**config.mk**
```make
export PLATFORM = sky130hd
export DESIGN_NAME = vid_bus_steal
export DESIGN_NICKNAME = d
export VERILOG_FILES = /design/src/rtl/vbs_pkg.sv /design/src/rtl/vbs_unit_timer.sv /design/src/rtl/vbs_margin_sel.sv /design/src/rtl/vbs_fetch_addr.sv /design/src/rtl/vid_bus_steal.sv
export SDC_FILE = /design/constraint.sdc
export NUM_CORES = 1
export LEC_CHECK = 0
export BUFFER_PORTS_ARGS = -buffer_cell sky130_fd_sc_hd__buf_4
export CAP_MARGIN = 20
export CORE_ASPECT_RATIO = 0.5
export CORE_MARGIN = 3
export CORE_UTILIZATION = 51
export DETAILED_ROUTE_END_ITERATION = 6
export GPL_TIMING_DRIVEN = 1
export PLACE_DENSITY = 0.8
export SKIP_LAST_GASP = 1
export SYNTH_ARGS = -nofsm -noshare
export SYNTH_HDL_FRONTEND = slang
export SYNTH_SLANG_ARGS = --single-unit
```
**constraint.sdc**
```tcl
create_clock -name clk -period 2.4 [get_ports clk]
set_input_delay 0.12 -clock clk [delete_from_list [all_inputs] [get_ports clk]]
set_output_delay 0.12 -clock clk [all_outputs]
set_load 0.005 [all_outputs]
```
**src/rtl/vbs_pkg.sv**
```systemverilog
// Package vbs_pkg: shared state type, margin record and the unit counts
// of every bus-steal phase. All counts are in sequencer timing units.
package vbs_pkg;
    localparam int MW = 6;

    localparam int unsigned PRE_DRV  = 15;
    localparam int unsigned PRE_RD   = 25;
    localparam int unsigned PRE_REL  = 21;
    localparam int unsigned MAIN_DRV = 21;
    localparam int unsigned MAIN_RD  = 30;
    localparam int unsigned TXT_DRV  = 14;
    localparam int unsigned TXT_RD   = 34;
    localparam int unsigned TXT_REL  = 9;
    localparam int unsigned GFX_DRV  = 18;
    localparam int unsigned GFX_RD   = 38;
    localparam int unsigned GFX_REL  = 13;
    localparam int unsigned END_REL  = 13;
    localparam int unsigned STB_LO   = 2;
    localparam int unsigned STB_GAP  = 1;

    typedef enum logic [2:0] {
        ST_IDLE,
        ST_HOLD,
        ST_DRIVE,
        ST_RD_LO,
        ST_RD_HI,
        ST_RELEASE
    } seq_st_t;

    typedef struct packed {
        logic [MW-1:0] drv;
        logic [MW-1:0] rd;
        logic [MW-1:0] rel;
    } margin_t;
endpackage

```
**src/rtl/vbs_unit_timer.sv**
```systemverilog
// vbs_unit_timer: a prescaler that makes one tick per timing unit, and a
// unit counter. Both clear on restart. The due output fires in the last
// clock of unit number target, so a state change made on due appears
// exactly target units after the restart.
// Assumes target >= 1 whenever due is used.
module vbs_unit_timer #(
    parameter int CLKS_PER_UNIT = 25,
    parameter int MW            = 6
) (
    input  logic          clk,
    input  logic          rst_n,
    input  logic          restart,
    input  logic [MW-1:0] target,
    output logic          due
);
    localparam int PW = (CLKS_PER_UNIT > 1) ? $clog2(CLKS_PER_UNIT) : 1;

    logic          tick;
    logic [MW-1:0] ucnt;

    generate
        if (CLKS_PER_UNIT > 1) begin : g_presc
            logic [PW-1:0] pcnt;
            assign tick = (pcnt == PW'(CLKS_PER_UNIT - 1));
            // Count clocks within one unit.
            always_ff @(posedge clk) begin
                if (!rst_n || restart) pcnt <= '0;
                else if (tick)         pcnt <= '0;
                else                   pcnt <= pcnt + PW'(1);
            end
        end else begin : g_nopresc
            assign tick = 1'b1;
        end
    endgenerate

    // Count whole units since the last restart.
    always_ff @(posedge clk) begin
        if (!rst_n || restart) ucnt <= '0;
        else if (tick)         ucnt <= ucnt + MW'(1);
    end

    assign due = tick && (ucnt == target - MW'(1));
endmodule

```
**src/rtl/vbs_margin_sel.sv**
```systemverilog
// vbs_margin_sel: chooses the drive, first-read and release margins for the
// current burst. The choice depends on the burst kind, the mode, whether this
// is the first display line and whether it is the last.
// Assumes its inputs are the flags latched when the burst started.
module vbs_margin_sel
    import vbs_pkg::*;
(
    input  logic    pre,
    input  logic    gfx,
    input  logic    first,
    input  logic    last,
    output margin_t m
);
    // Look up the margins for this burst.
    always_comb begin
        if (pre) begin
            m.drv = MW'(PRE_DRV);
            m.rd  = MW'(PRE_RD);
            m.rel = MW'(PRE_REL);
        end else begin
            if (first) begin
                m.drv = MW'(MAIN_DRV);
                m.rd  = MW'(MAIN_RD);
            end else if (gfx) begin
                m.drv = MW'(GFX_DRV);
                m.rd  = MW'(GFX_RD);
            end else begin
                m.drv = MW'(TXT_DRV);
                m.rd  = MW'(TXT_RD);
            end
            if (last)     m.rel = MW'(END_REL);
            else if (gfx) m.rel = MW'(GFX_REL);
            else          m.rel = MW'(TXT_REL);
        end
    end
endmodule

```
**src/rtl/vbs_fetch_addr.sv**
```systemverilog
// vbs_fetch_addr: walks through the bytes of one burst, half 0 first and then
// half 1. It produces the screen address, the line-buffer column and a flag
// for the final byte. It also keeps the line pointer, which a prefetch sets
// and each line burst advances.
// Assumes the byte counts fit within half of the index range.
module vbs_fetch_addr #(
    parameter int HALF_BITS  = 8,
    parameter int PRE_BYTES  = 16,
    parameter int LINE_BYTES = 2,
    parameter int IW         = 5
) (
    input  logic               clk,
    input  logic               rst_n,
    input  logic               start,
    input  logic               start_pre,
    input  logic               step,
    input  logic               done,
    output logic [HALF_BITS:0] addr,
    output logic [IW-1:0]      idx,
    output logic               last_byte
);
    localparam int KW = IW - 1;

    logic                 pre_q;
    logic                 half_q;
    logic [KW-1:0]        k_q;
    logic [HALF_BITS-1:0] ptr_q;
    logic [IW-1:0]        n_w;
    logic [IW-1:0]        k_w;
    logic                 row_end;
    logic [HALF_BITS-1:0] base;

    assign n_w       = pre_q ? IW'(PRE_BYTES) : IW'(LINE_BYTES);
    assign k_w       = {1'b0, k_q};
    assign row_end   = (k_w == n_w - IW'(1));
    assign last_byte = half_q && row_end;
    assign base      = pre_q ? '0 : ptr_q;
    assign addr      = {half_q, base + HALF_BITS'(k_q)};
    assign idx       = half_q ? (n_w + k_w) : k_w;

    // Move to the next byte of the burst, or restart the walk.
    always_ff @(posedge clk) begin
        if (!rst_n) begin
            pre_q  <= 1'b1;
            half_q <= 1'b0;
            k_q    <= '0;
        end else if (start) begin
            pre_q  <= start_pre;
            half_q <= 1'b0;
            k_q    <= '0;
        end else if (step) begin
            if (row_end) begin
                k_q    <= '0;
                half_q <= 1'b1;
            end else begin
                k_q <= k_q + KW'(1);
            end
        end
    end

    // Keep the line pointer: a prefetch sets it, each line burst advances it.
    always_ff @(posedge clk) begin
        if (!rst_n)                 ptr_q <= HALF_BITS'(PRE_BYTES);
        else if (start && start_pre) ptr_q <= HALF_BITS'(PRE_BYTES);
        else if (done && !pre_q)     ptr_q <= ptr_q + HALF_BITS'(LINE_BYTES);
    end

    // no step takes the column past the byte count of the burst.
    a_r3_col_bound: assert property (@(posedge clk) disable iff (!rst_n)
        step |-> (k_w < n_w));
endmodule

```
**src/rtl/vid_bus_steal.sv**
```systemverilog
// vid_bus_steal: takes the processor bus away to fetch screen bytes. It raises
// the disable line, drives the address after a margin, strobes each byte, then
// floats the address and releases the bus after another margin.
// Assumes frame_start and line_start are one-clock pulses from the display
// timing, and that read data is valid while the strobe is low.
module vid_bus_steal
    import vbs_pkg::*;
#(
    parameter int CLKS_PER_UNIT = 25,
    parameter int HALF_BITS     = 8,
    parameter int PRE_BYTES     = 16,
    parameter int LINE_BYTES    = 2,
    parameter int DW            = 8
) (
    input  logic                clk,
    input  logic                rst_n,
    input  logic                frame_start,
    input  logic                line_start,
    input  logic                last_line,
    input  logic                gfx_mode,
    input  logic [DW-1:0]       rd_data,
    output logic                cpu_dis,
    output logic [HALF_BITS:0]  addr,
    output logic                addr_oe,
    output logic                rd_n,
    output logic                lb_we,
    output logic [$clog2(2*((PRE_BYTES > LINE_BYTES) ? PRE_BYTES : LINE_BYTES))-1:0] lb_idx,
    output logic [DW-1:0]       lb_data,
    output logic                bus_clash
);
    localparam int MAXB = (PRE_BYTES > LINE_BYTES) ? PRE_BYTES : LINE_BYTES;
    localparam int IW   = $clog2(2 * MAXB);

    seq_st_t       st, nxt;
    logic          restart, start, step, done, cap, due, last_byte;
    logic [MW-1:0] target;
    logic          pre_q, gfx_q, first_q, last_q;
    margin_t       m;
    logic [IW-1:0] idx;

    vbs_unit_timer #(.CLKS_PER_UNIT(CLKS_PER_UNIT), .MW(MW)) timer_i (
        .clk(clk), .rst_n(rst_n), .restart(restart), .target(target), .due(due)
    );

    vbs_margin_sel msel_i (
        .pre(pre_q), .gfx(gfx_q), .first(first_q), .last(last_q), .m(m)
    );

    vbs_fetch_addr #(.HALF_BITS(HALF_BITS), .PRE_BYTES(PRE_BYTES),
                     .LINE_BYTES(LINE_BYTES), .IW(IW)) fetch_i (
        .clk(clk), .rst_n(rst_n), .start(start), .start_pre(frame_start),
        .step(step), .done(done), .addr(addr), .idx(idx), .last_byte(last_byte)
    );

    // Choose the next phase and the margin the timer counts toward.
    always_comb begin
        nxt     = st;
        restart = 1'b0;
        start   = 1'b0;
        step    = 1'b0;
        done    = 1'b0;
        cap     = 1'b0;
        target  = MW'(1);
        case (st)
            ST_IDLE: begin
                if (frame_start || line_start) begin
                    nxt     = ST_HOLD;
                    restart = 1'b1;
                    start   = 1'b1;
                end
            end
            ST_HOLD: begin
                target = m.drv;
                if (due) nxt = ST_DRIVE;
            end
            ST_DRIVE: begin
                target = m.rd;
                if (due) begin
                    nxt     = ST_RD_LO;
                    restart = 1'b1;
                end
            end
            ST_RD_LO: begin
                target = MW'(STB_LO);
                if (due) begin
                    cap     = 1'b1;
                    step    = 1'b1;
                    restart = 1'b1;
                    nxt     = last_byte ? ST_RELEASE : ST_RD_HI;
                end
            end
            ST_RD_HI: begin
                target = MW'(STB_GAP);
                if (due) begin
                    nxt     = ST_RD_LO;
                    restart = 1'b1;
                end
            end
            ST_RELEASE: begin
                target = m.rel;
                if (due) begin
                    nxt  = ST_IDLE;
                    done = 1'b1;
                end
            end
            default: nxt = ST_IDLE;
        endcase
    end

    // Advance the phase register.
    always_ff @(posedge clk) begin
        if (!rst_n) st <= ST_IDLE;
        else        st <= nxt;
    end

    // Latch the kind, mode and region flags when a burst starts.
    always_ff @(posedge clk) begin
        if (!rst_n) begin
            pre_q   <= 1'b0;
            gfx_q   <= 1'b0;
            first_q <= 1'b0;
            last_q  <= 1'b0;
        end else if (start) begin
            pre_q  <= frame_start;
            gfx_q  <= gfx_mode;
            last_q <= last_line;
            if (frame_start) first_q <= 1'b1;
        end else if (done && !pre_q) begin
            first_q <= 1'b0;
        end
    end

    // Capture read data into the line buffer as the strobe rises.
    always_ff @(posedge clk) begin
        if (!rst_n) begin
            lb_we   <= 1'b0;
            lb_idx  <= '0;
            lb_data <= '0;
        end else begin
            lb_we <= cap;
            if (cap) begin
                lb_idx  <= idx;
                lb_data <= rd_data;
            end
        end
    end

    assign cpu_dis   = (st != ST_IDLE);
    assign addr_oe   = (st == ST_DRIVE) || (st == ST_RD_LO) || (st == ST_RD_HI);
    assign rd_n      = (st != ST_RD_LO);
    assign bus_clash = addr_oe && !cpu_dis;

    // the address is driven only while the processor is held off.
    a_r11_oe_needs_dis: assert property (@(posedge clk) disable iff (!rst_n)
        addr_oe |-> cpu_dis);
    // the drivers turn on only after disable was already high.
    a_r11_drive_after_dis: assert property (@(posedge clk) disable iff (!rst_n)
        $rose(addr_oe) |-> $past(cpu_dis));
    // disable falls only after the drivers were already off.
    a_r11_drop_after_float: assert property (@(posedge clk) disable iff (!rst_n)
        $fell(cpu_dis) |-> !$past(addr_oe));
    // the clash flag never rises.
    a_r11_no_clash: assert property (@(posedge clk) disable iff (!rst_n)
        !bus_clash);
    // a strobe appears only while the address is driven.
    a_r8_strobe_in_drive: assert property (@(posedge clk) disable iff (!rst_n)
        !rd_n |-> addr_oe);
    // the address does not move while a strobe is low.
    a_r8_addr_steady: assert property (@(posedge clk) disable iff (!rst_n)
        (!rd_n && $past(!rd_n)) |-> $stable(addr));
    // each buffer write coincides with a strobe rising.
    a_r8_capture_on_rise: assert property (@(posedge clk) disable iff (!rst_n)
        lb_we |-> $rose(rd_n));
endmodule

```
==> summary by stage, run 1 <==
Synth
The sequential fraction of the synthesis area is 34.5%. The number of nets in the synthesized netlist is 336. The number of enable-type register cells in the synthesized netlist is 0. The fraction of registers with async set or reset after synthesis is 0%. The Yosys warning count is 0.

The area of the mapped netlist is 2610 um2. The number of standard cells after synthesis is 310. The mean post-synth cell area is 8.43 um2. In this run, synthesis produced a sequential element count of 45. After synthesis, the netlist uses 59 different library cells. The most used flip-flop cell after synthesis is sky130_fd_sc_hd__dfxtp_1.

Critical path
The nature of the critical path startpoint is a register. The critical path class is register to register. In this run the worst path has a maximum fanout of 11. The worst path required time is 2.60 ns.

STA classifies the critical path endpoint as a register. Data on the critical path arrives at its endpoint at 2.81 ns.

Floorplan
The number of I/O pins is 41. The number of rows in the core area is 17. The total area inside the core boundary comes to 4660 um2. The overall die width is 107 um. The vertical extent of the die is 56.6 um. For this configuration, the core starts out at a cell density of 56.1%. The floorplan die area is 6070 um2.

Routing
Wires add up to 6980 um. The DRC violation total after the first TritonRoute iteration is 167. The number of optimization iterations in the first detailed-route pass is 4. In the routed design, unresolved DRC markers number 0. In the final routed layout, each cell accounts on average for 15.8 um. Across all layers, the routed design uses 2538 vias. The detail route stage leaves a number of antenna-violating nets equal to 0. Using the TritonRoute via totals, the vias-per-cell ratio works out to 5.76.

Cells and area
In the final design database the tool counted 400 nets. The proportion of layout cells with a drive suffix above 1 is 33.6%. The number of diodes added for antenna fixing is 0.

After routing the design area is 3520 um2. The library cells used most frequently in the layout, excluding fill and tap cells, are sky130_fd_sc_hd__buf_4 (68), sky130_fd_sc_hd__dfxtp_1 (38), sky130_fd_sc_hd__nor2_1 (31). The most common cell after layout, fill and taps aside is sky130_fd_sc_hd__buf_4. The area overhead of the layout relative to synthesis is 34.9%.

Power
In this run the static leakage power is 1.47 nW. The total power density per cell area is 431 nW/um2. The maximum VDD drop is 0.000335 V. Overall power consumption after layout is estimated at 1.52 mW.

Global routing
The first-pass GRT wire length is 11100 um. The largest net degree at the start of global routing is 23. Global routing finished with a remaining overflow of 0. Global routing used 22.6% of the available tracks across all layers. The number of antenna violations at the first check in global routing was 0.

The number of global-route vias before repair came to 2407.

Timing
Setup repair after global routing could not meet its margin everywhere. The number of max-slew violations in the final report is 0. The fraction of the cycle the final worst path needs is 109%.

Across all setup checks in the final design, the least slack found is -0.209 ns. The smallest clock period supported by the final layout is computed as 2.61 ns. The number of hold-slack violations in the final timing report is 0. The worst clock skew on the final layout is 0.00824 ns.

For this run, the top clock speed supported by timing is 383 MHz. Setup violations remaining at the end of the flow were counted as 28.

CTS
CTS placed an instance of sky130_fd_sc_hd__clkbuf_8 at the clock tree root. The number of clock buffers inserted by TritonCTS is 5. The H-tree level count is 2. Clock latency on the worst-skew pair, taken at its later pin, is 0.31 ns. The longest clock path from root to sink contains 2 buffers. For this design, the sink count on the clock tree is 45.

For this design, the CTS-stage hold fixing added 0 buffers. The clock tree from TritonCTS is done. The register clock-pin slew on the reported worst setup and hold paths is 0.09 ns.

Status
The run finished, with violations left. The checks that failed: setup timing.

Run
The total of max-cap violations is 0.

Placed design
The port buffer count is 39. The last weighted congestion value of the routability-driven placer is 0.890. The HPWL after detailed placement is 4740 um. The worst setup slack after placement is -0.297 ns. The cell area after placement is 3110 um2.

Hold path
The classification of the worst-slack hold path is input port to register.
synth_stat cells (5+ instances only):
| cell | instances | area, um2 |
|---|---|---|
| sky130_fd_sc_hd__a21oi_1 | 16 | 80.1 |
| sky130_fd_sc_hd__buf_4 | 5 | 37.5 |
| sky130_fd_sc_hd__clkbuf_1 | 6 | 22.5 |
| sky130_fd_sc_hd__dfxtp_1 | 45 | 901 |
| sky130_fd_sc_hd__ha_1 | 11 | 138 |
| sky130_fd_sc_hd__inv_1 | 17 | 63.8 |
| sky130_fd_sc_hd__mux2i_1 | 15 | 150 |
| sky130_fd_sc_hd__nand2_1 | 25 | 93.8 |
| sky130_fd_sc_hd__nand3_1 | 13 | 65.1 |
| sky130_fd_sc_hd__nor2_1 | 33 | 124 |
| sky130_fd_sc_hd__nor2b_1 | 5 | 31.3 |
| sky130_fd_sc_hd__nor3_1 | 8 | 40.0 |
| sky130_fd_sc_hd__o21ai_0 | 12 | 60.1 |
| sky130_fd_sc_hd__o31ai_1 | 6 | 45.0 |
| sky130_fd_sc_hd__or4_1 | 7 | 52.6 |
| sky130_fd_sc_hd__xnor2_1 | 8 | 70.1 |
| sky130_fd_sc_hd__xor2_1 | 9 | 78.8 |
metal layers:
metal | vias to the layer above | wire, um | global-route usage (%)
met5 | - | 0 | 0
met4 | 0 | 103 | 6.01
met3 | 12 | 407 | 6.43
met2 | 79 | 3360 | 38.3
met1 | 1216 | 3110 | 28.3
li1 | 1231 | - | -
through the flow:
step	setup TNS, ns	std cells	hold slack [ns]	utilization [%]
floorplan	-0.508	310	0.242	-
global placement	-2.30	425	0.350	66.8
detailed placement	-5.07	425	0.358	66.8
global route	-7.32	441	0.0617	75.7
CTS	-0.996	437	0.0445	71.0
finish	-2.79	441	0.0387	75.7
flip-flops by register name, summed over array words and instances, names as in the netlist, 3 cells and up:
name and flops:
timer_i.g_presc.pcnt 5, timer_i.ucnt 6, lb_data 8, fetch_i.ptr_q 7, fetch_i.k_q 4, lb_idx 5, st 3
area by class of cell:
class	instances	area, um2
inverter	17	63.8
tap	66	82.6
timing repair buffer	74	601
fill	310	1130
clock buffer	5	68.8
clock inverter	3	25.0
sequential	45	920
multi-input combinational	231	1760
cells by family (layout without fill, tap and decap cells):
| group | Yosys count | count (layout) | share of synthesized area [%] |
|---|---|---|---|
| other | 1 | 1 | 0.144 |
| buffers and inverters | 35 | 99 | 6.80 |
| AOI/OAI and AO/OA | 61 | 62 | 16.3 |
| DFF | 45 | 45 | 34.5 |
| muxes | 16 | 16 | 6.18 |
| xor gates and xnor gates | 17 | 17 | 5.70 |
| adders and majority gates | 12 | 12 | 6.03 |
| and+or+nand+nor | 123 | 123 | 24.3 |
power breakdown:
group | switching, mW | internal (mW)
Clock | 0.283 | 0.210
Combinational | 0.139 | 0.110
Sequential | 0.0175 | 0.757
Total | 0.440 | 1.08
what timing repair did:
action | CTS | global route
cloned | 1 | 1
buffers inserted | 3 | 3
endpoints found under the setup margin | 35 | 39
pin swaps | 10 | 10
resized for setup | 16 | 38
critical path: stages, from the launching register on:
cell and delay [ns]:
sky130_fd_sc_hd__dfxtp_4 0.38, sky130_fd_sc_hd__buf_4 0.18, sky130_fd_sc_hd__nor3b_1 0.39, sky130_fd_sc_hd__nand2_1 0.14, sky130_fd_sc_hd__o211a_1 0.22, sky130_fd_sc_hd__and2_2 0.26, sky130_fd_sc_hd__o211ai_4 0.30, sky130_fd_sc_hd__buf_4 0.17
sky130_fd_sc_hd__buf_6 0.11, sky130_fd_sc_hd__nor4_4 0.03, sky130_fd_sc_hd__a311o_1 0.33
path summary, 6_finish.rpt:
| kind | endpoint | slack [ns] | from | cells past startpoint |
|---|---|---|---|---|
| setup / recovery | st[1] | -0.21 | st[0] | 10 |
| hold / removal | lb_data[4] | 0.04 | rd_data[4] | 3 |
| setup reg to reg | st[1] | -0.21 | st[0] | 10 |
| hold reg to reg | lb_idx[4] | 0.47 | lb_idx[4] | 2 |
(Power assumes the default switching activity.)
==> inputs of run 2 (changes only) <==
--- a/config.mk
+++ b/config.mk
@@ -7,12 +7,14 @@
 export LEC_CHECK = 0
 export BUFFER_PORTS_ARGS = -buffer_cell sky130_fd_sc_hd__buf_4
 export CAP_MARGIN = 20
-export CORE_ASPECT_RATIO = 0.5
+export CELL_PAD_IN_SITES_DETAIL_PLACEMENT = 2
+export CELL_PAD_IN_SITES_GLOBAL_PLACEMENT = 2
+export CORE_ASPECT_RATIO = 0.6
 export CORE_MARGIN = 3
-export CORE_UTILIZATION = 51
+export CORE_UTILIZATION = 30
 export DETAILED_ROUTE_END_ITERATION = 6
 export GPL_TIMING_DRIVEN = 1
-export PLACE_DENSITY = 0.8
+export PLACE_DENSITY = 0.79
 export SKIP_LAST_GASP = 1
 export SYNTH_ARGS = -nofsm -noshare
 export SYNTH_HDL_FRONTEND = slang
==> run 2 against run 1 <==
The run still ends with setup timing left. Register-to-register slack lost 0.23 ns. Critical path depth is 2 higher. Wire length increased by 69%. First-iteration DRC count is 7.8% lower. Combinational power increased by 21%. Largest power group unchanged. Worst setup slack worse by 0.23 ns. Worst hold slack better by 0.024 ns. Non-clock buffer count grew 14. Total power grew 20%. Clock power increased by 52%. Largest cell class unchanged. Critical endpoint is now fetch_i.ptr_q[6]. Fmax down 8.1%. Final area increased by 11%.
==> summary by stage, run 2 (synthesis results as in run 1) <==
Floorplan
The vertical extent of the die came to 78.3 um (+38%). The standard cell core area was 8160 um2 (+75%). The starting density of the core is 32.0% (-24 points). The number of I/O pins is 41 (unchanged). The floorplan die area was 9900 um2 (+63%).

The overall die width is 126 um (+18%). The number of rows in the core area is 25 (+8).

Hold path
The tightest min-delay check is of the input port to register type. The cell count of the worst hold path was 3 (unchanged).

Critical path
The data arrival time of the worst path is 3.07 ns (+0.26 ns). By startpoint and endpoint, the worst setup path is classified as register to register. Walking the worst path, the cells encountered are inv_1, o21ai_1, nand2_1, ha_4, xor2_1, nand4_1, a211oi_4, buf_6, o211ai_4, buf_4, or4_4, a21oi_2. The worst setup path endpoint is fetch_i.ptr_q[6]. The kind of cell adding the most delay to the critical path is compound AO/OA/AOI/OAI gates. The slowest stage of the critical path is the sky130_fd_sc_hd__or4_4 cell. The worst setup path is captured at a register. The startpoint of the worst-slack reg-to-reg timing path is st[1]. The worst path required time is 2.63 ns (+0.03 ns). The cell count along the critical path is 12 (+2). The launch point of the worst path is st[1]. The count of buffer and inverter cells on the critical path is 3 (unchanged). The highest net fanout along the worst path is 8 (-3).

The nature of the critical path startpoint is a register. The reg-to-reg critical path endpoint is fetch_i.ptr_q[6]. The slack of the worst reg-to-reg path was -0.44 ns (-0.23 ns). The length in cells of the worst reg-to-reg path was 12 (+2). The largest stage delay on the critical path is 0.42 ns (+0.03 ns).

Power
The maximum VDD drop is 0.000285 V (-15%). The leakage power total is 1.61 nW (+9.1%). The total chip power is 1.82 mW (+20%).

The total power density per cell area came to 466 nW/um2 (+8.2%).

Timing
The total setup violations reported at the end of the flow is 35 (+25%). The setup slack of the critical path after layout came to -0.437 ns (-0.229 ns). The number of max-slew violations in the final report is 0 (unchanged).

The time the worst path needs with I/O delays and setup is 2.84 ns (+0.229 ns). The worst hold slack after final layout was 0.0625 ns (+0.0239 ns). The tightest slew margin relative to the limit is 58.3%. At the pin with the least slew margin, the transition time is 0.619 ns. The achievable frequency came to 352 MHz (-8.1%).

The fraction of the cycle the final worst path needs is 118% (+9.5 points). The worst clock skew on the final layout is 0.00612 ns (-0.00212 ns). The number of hold-slack violations in the final timing report came to 0 (unchanged). Setup repair after global routing could not meet its margin everywhere.

Cells and area
In the layout the commonest cells are sky130_fd_sc_hd__buf_4 (75), sky130_fd_sc_hd__dfxtp_1 (38), sky130_fd_sc_hd__nor2_1 (32). The register with the most flip-flops in the final layout is lb_data. The flip-flop count of the largest register, all copies and words added came to 8 (unchanged). The final net count is 414 (+3.5%). The number of filler cells placed in the layout is 841 (+170%). The area overhead of the layout relative to synthesis is 49.9%. The proportion of layout cells with a drive suffix above 1 is 41.6% (+8.0 points). The largest registers in the layout are lb_data x8, fetch_i.ptr_q x7, timer_i.ucnt x6. The number of diodes added for antenna fixing is 0 (unchanged). The most common cell after layout, fill and taps aside is sky130_fd_sc_hd__buf_4. The final standard cell area without fillers is 3920 um2 (+11%).

Global routing
The number of antenna violations at the first check in global routing is 0 (unchanged). met2 is the most crowded layer. The met3 global-route usage is 4.28% (-2.1 points). The overall fraction of global-route tracks in use came to 20.3% (-2.3 points). The largest net degree at the start of global routing was 17 (-26%).

The first-pass GRT wire length was 15900 um (+43%). The global-route congestion overflow total is 0 (unchanged). The fraction of met2 tracks used by global routing is 36.1% (-2.2 points).

The number of global-route vias before repair is 2906 (+21%). The met1 usage in global routing came to 25.8% (-2.5 points).

Placed design
The cell area after placement is 3220 um2 (+3.4%). The port buffer count is 39 (unchanged). The last weighted congestion value of the routability-driven placer is 0.871 (-2.2%). The detailed-placement wirelength estimate is 6720 um (+42%).

The worst setup slack after placement is -0.382 ns (-0.0853 ns).

Routing
The overall via count from detail_route is 2788 (+9.9%). The number of optimization iterations in the first detailed-route pass is 4 (unchanged). The mean routed wirelength per cell came to 23.7 um (+50%). The remaining antenna violation count after routing was 0 (unchanged). The ratio of routed vias to standard cells is 5.61 (-2.5%).

The DRC violation total after the first TritonRoute iteration is 154 (-7.8%). The sum of routed wire length over all layers is 11800 um (+69%). The DRC violations left was 0 (unchanged).

CTS
The count of clock tree sinks was 45 (unchanged). In this run the clock root is driven by a sky130_fd_sc_hd__clkbuf_16. The register clock-pin slew on the reported worst setup and hold paths came to 0.07 ns (-0.02 ns). The maximum number of buffers from clock root to sink is 2 (unchanged). The H-tree level count was 2 (unchanged). The number of clock buffers inserted by TritonCTS is 5 (unchanged). The clock tree from TritonCTS is done. The later-pin clock latency in the skew report was 0.30 ns (about the same).

Status
The run finished, with violations left. The final reports fail on setup timing.

Run
The total of max-cap violations is 0 (unchanged).
==> run 2: cell types whose count changed in the layout (fill, tap and decap cells not counted), moves of 4 or more <==
cell / previous run / this run
sky130_fd_sc_hd__buf_4: 68 / 75
sky130_fd_sc_hd__buf_6: 4 / 11
sky130_fd_sc_hd__a21oi_1: 13 / 7
sky130_fd_sc_hd__a21oi_2: 3 / 9
sky130_fd_sc_hd__clkbuf_16: 1 / 6
sky130_fd_sc_hd__clkbuf_8: 5 / 0
sky130_fd_sc_hd__o31ai_1: 5 / 1
sky130_fd_sc_hd__o31ai_4: 0 / 4
sky130_fd_sc_hd__or4_1: 7 / 3
sky130_fd_sc_hd__or4_4: 0 / 4
==> run 2: power by group <==
part | total, mW | internal [mW] | switching [mW] | leakage (nW)
Sequential | 0.775 | 0.757 | 0.0186 | 0.368
Combinational | 0.302 | 0.129 | 0.173 | 1.17
Clock | 0.747 | 0.395 | 0.352 | 0.0708
==> run 2: how the worst min path moves through the flow <==
stage	startpoint	end
4_1_cts	rd_data[1]	lb_data[1]
3_3_place_gp	rd_data[3]	lb_data[3]
5_1_grt	rd_data[3]	lb_data[3]
3_5_place_dp	gfx_mode	gfx_q
2_1_floorplan	rst_n	st[2]
6_report	last_line	last_q
==> run 2: layer usage <==
metal	vias up	share of wire [%]
met5	-	0
met4	0	2.5
met3	24	4.3
met2	89	50
met1	1421	44
li1	1254	-
==> run 2: layout make-up <==
type | count | area [um2] | share of cell area [%]
multi-input combinational | 231 | 1910 | 48.8
sequential | 45 | 922 | 23.5
timing repair buffer | 88 | 732 | 18.7
tap | 108 | 135 | 3.45
clock buffer | 5 | 125 | 3.19
inverter | 17 | 63.8 | 1.63
clock inverter | 3 | 25.0 | 0.639
==> run 2: repair_timing <==
action	4_1_cts	5_1_grt
gates resized for setup	39	52
pin swaps	10	17
hold buffers	0	0
buffers inserted	7	6
setup endpoints to repair	38	40
cloned	1	1
==> run 2: per-stage QoR <==
stage	std cells	util (%)	TNS (ns)
after floorplan	310	-	-0.508
after global placement	474	39.4	-5.20
after detailed placement	474	39.4	-9.65
after CTS	490	44.2	-2.95
after global routing	497	48.0	-12.84
final	497	48.0	-9.09
==> run 2: worst min-delay path: stages <==
cell	delay, ns
sky130_fd_sc_hd__buf_4	0.08
sky130_fd_sc_hd__mux2i_1	0.05
sky130_fd_sc_hd__nor2_1	0.08
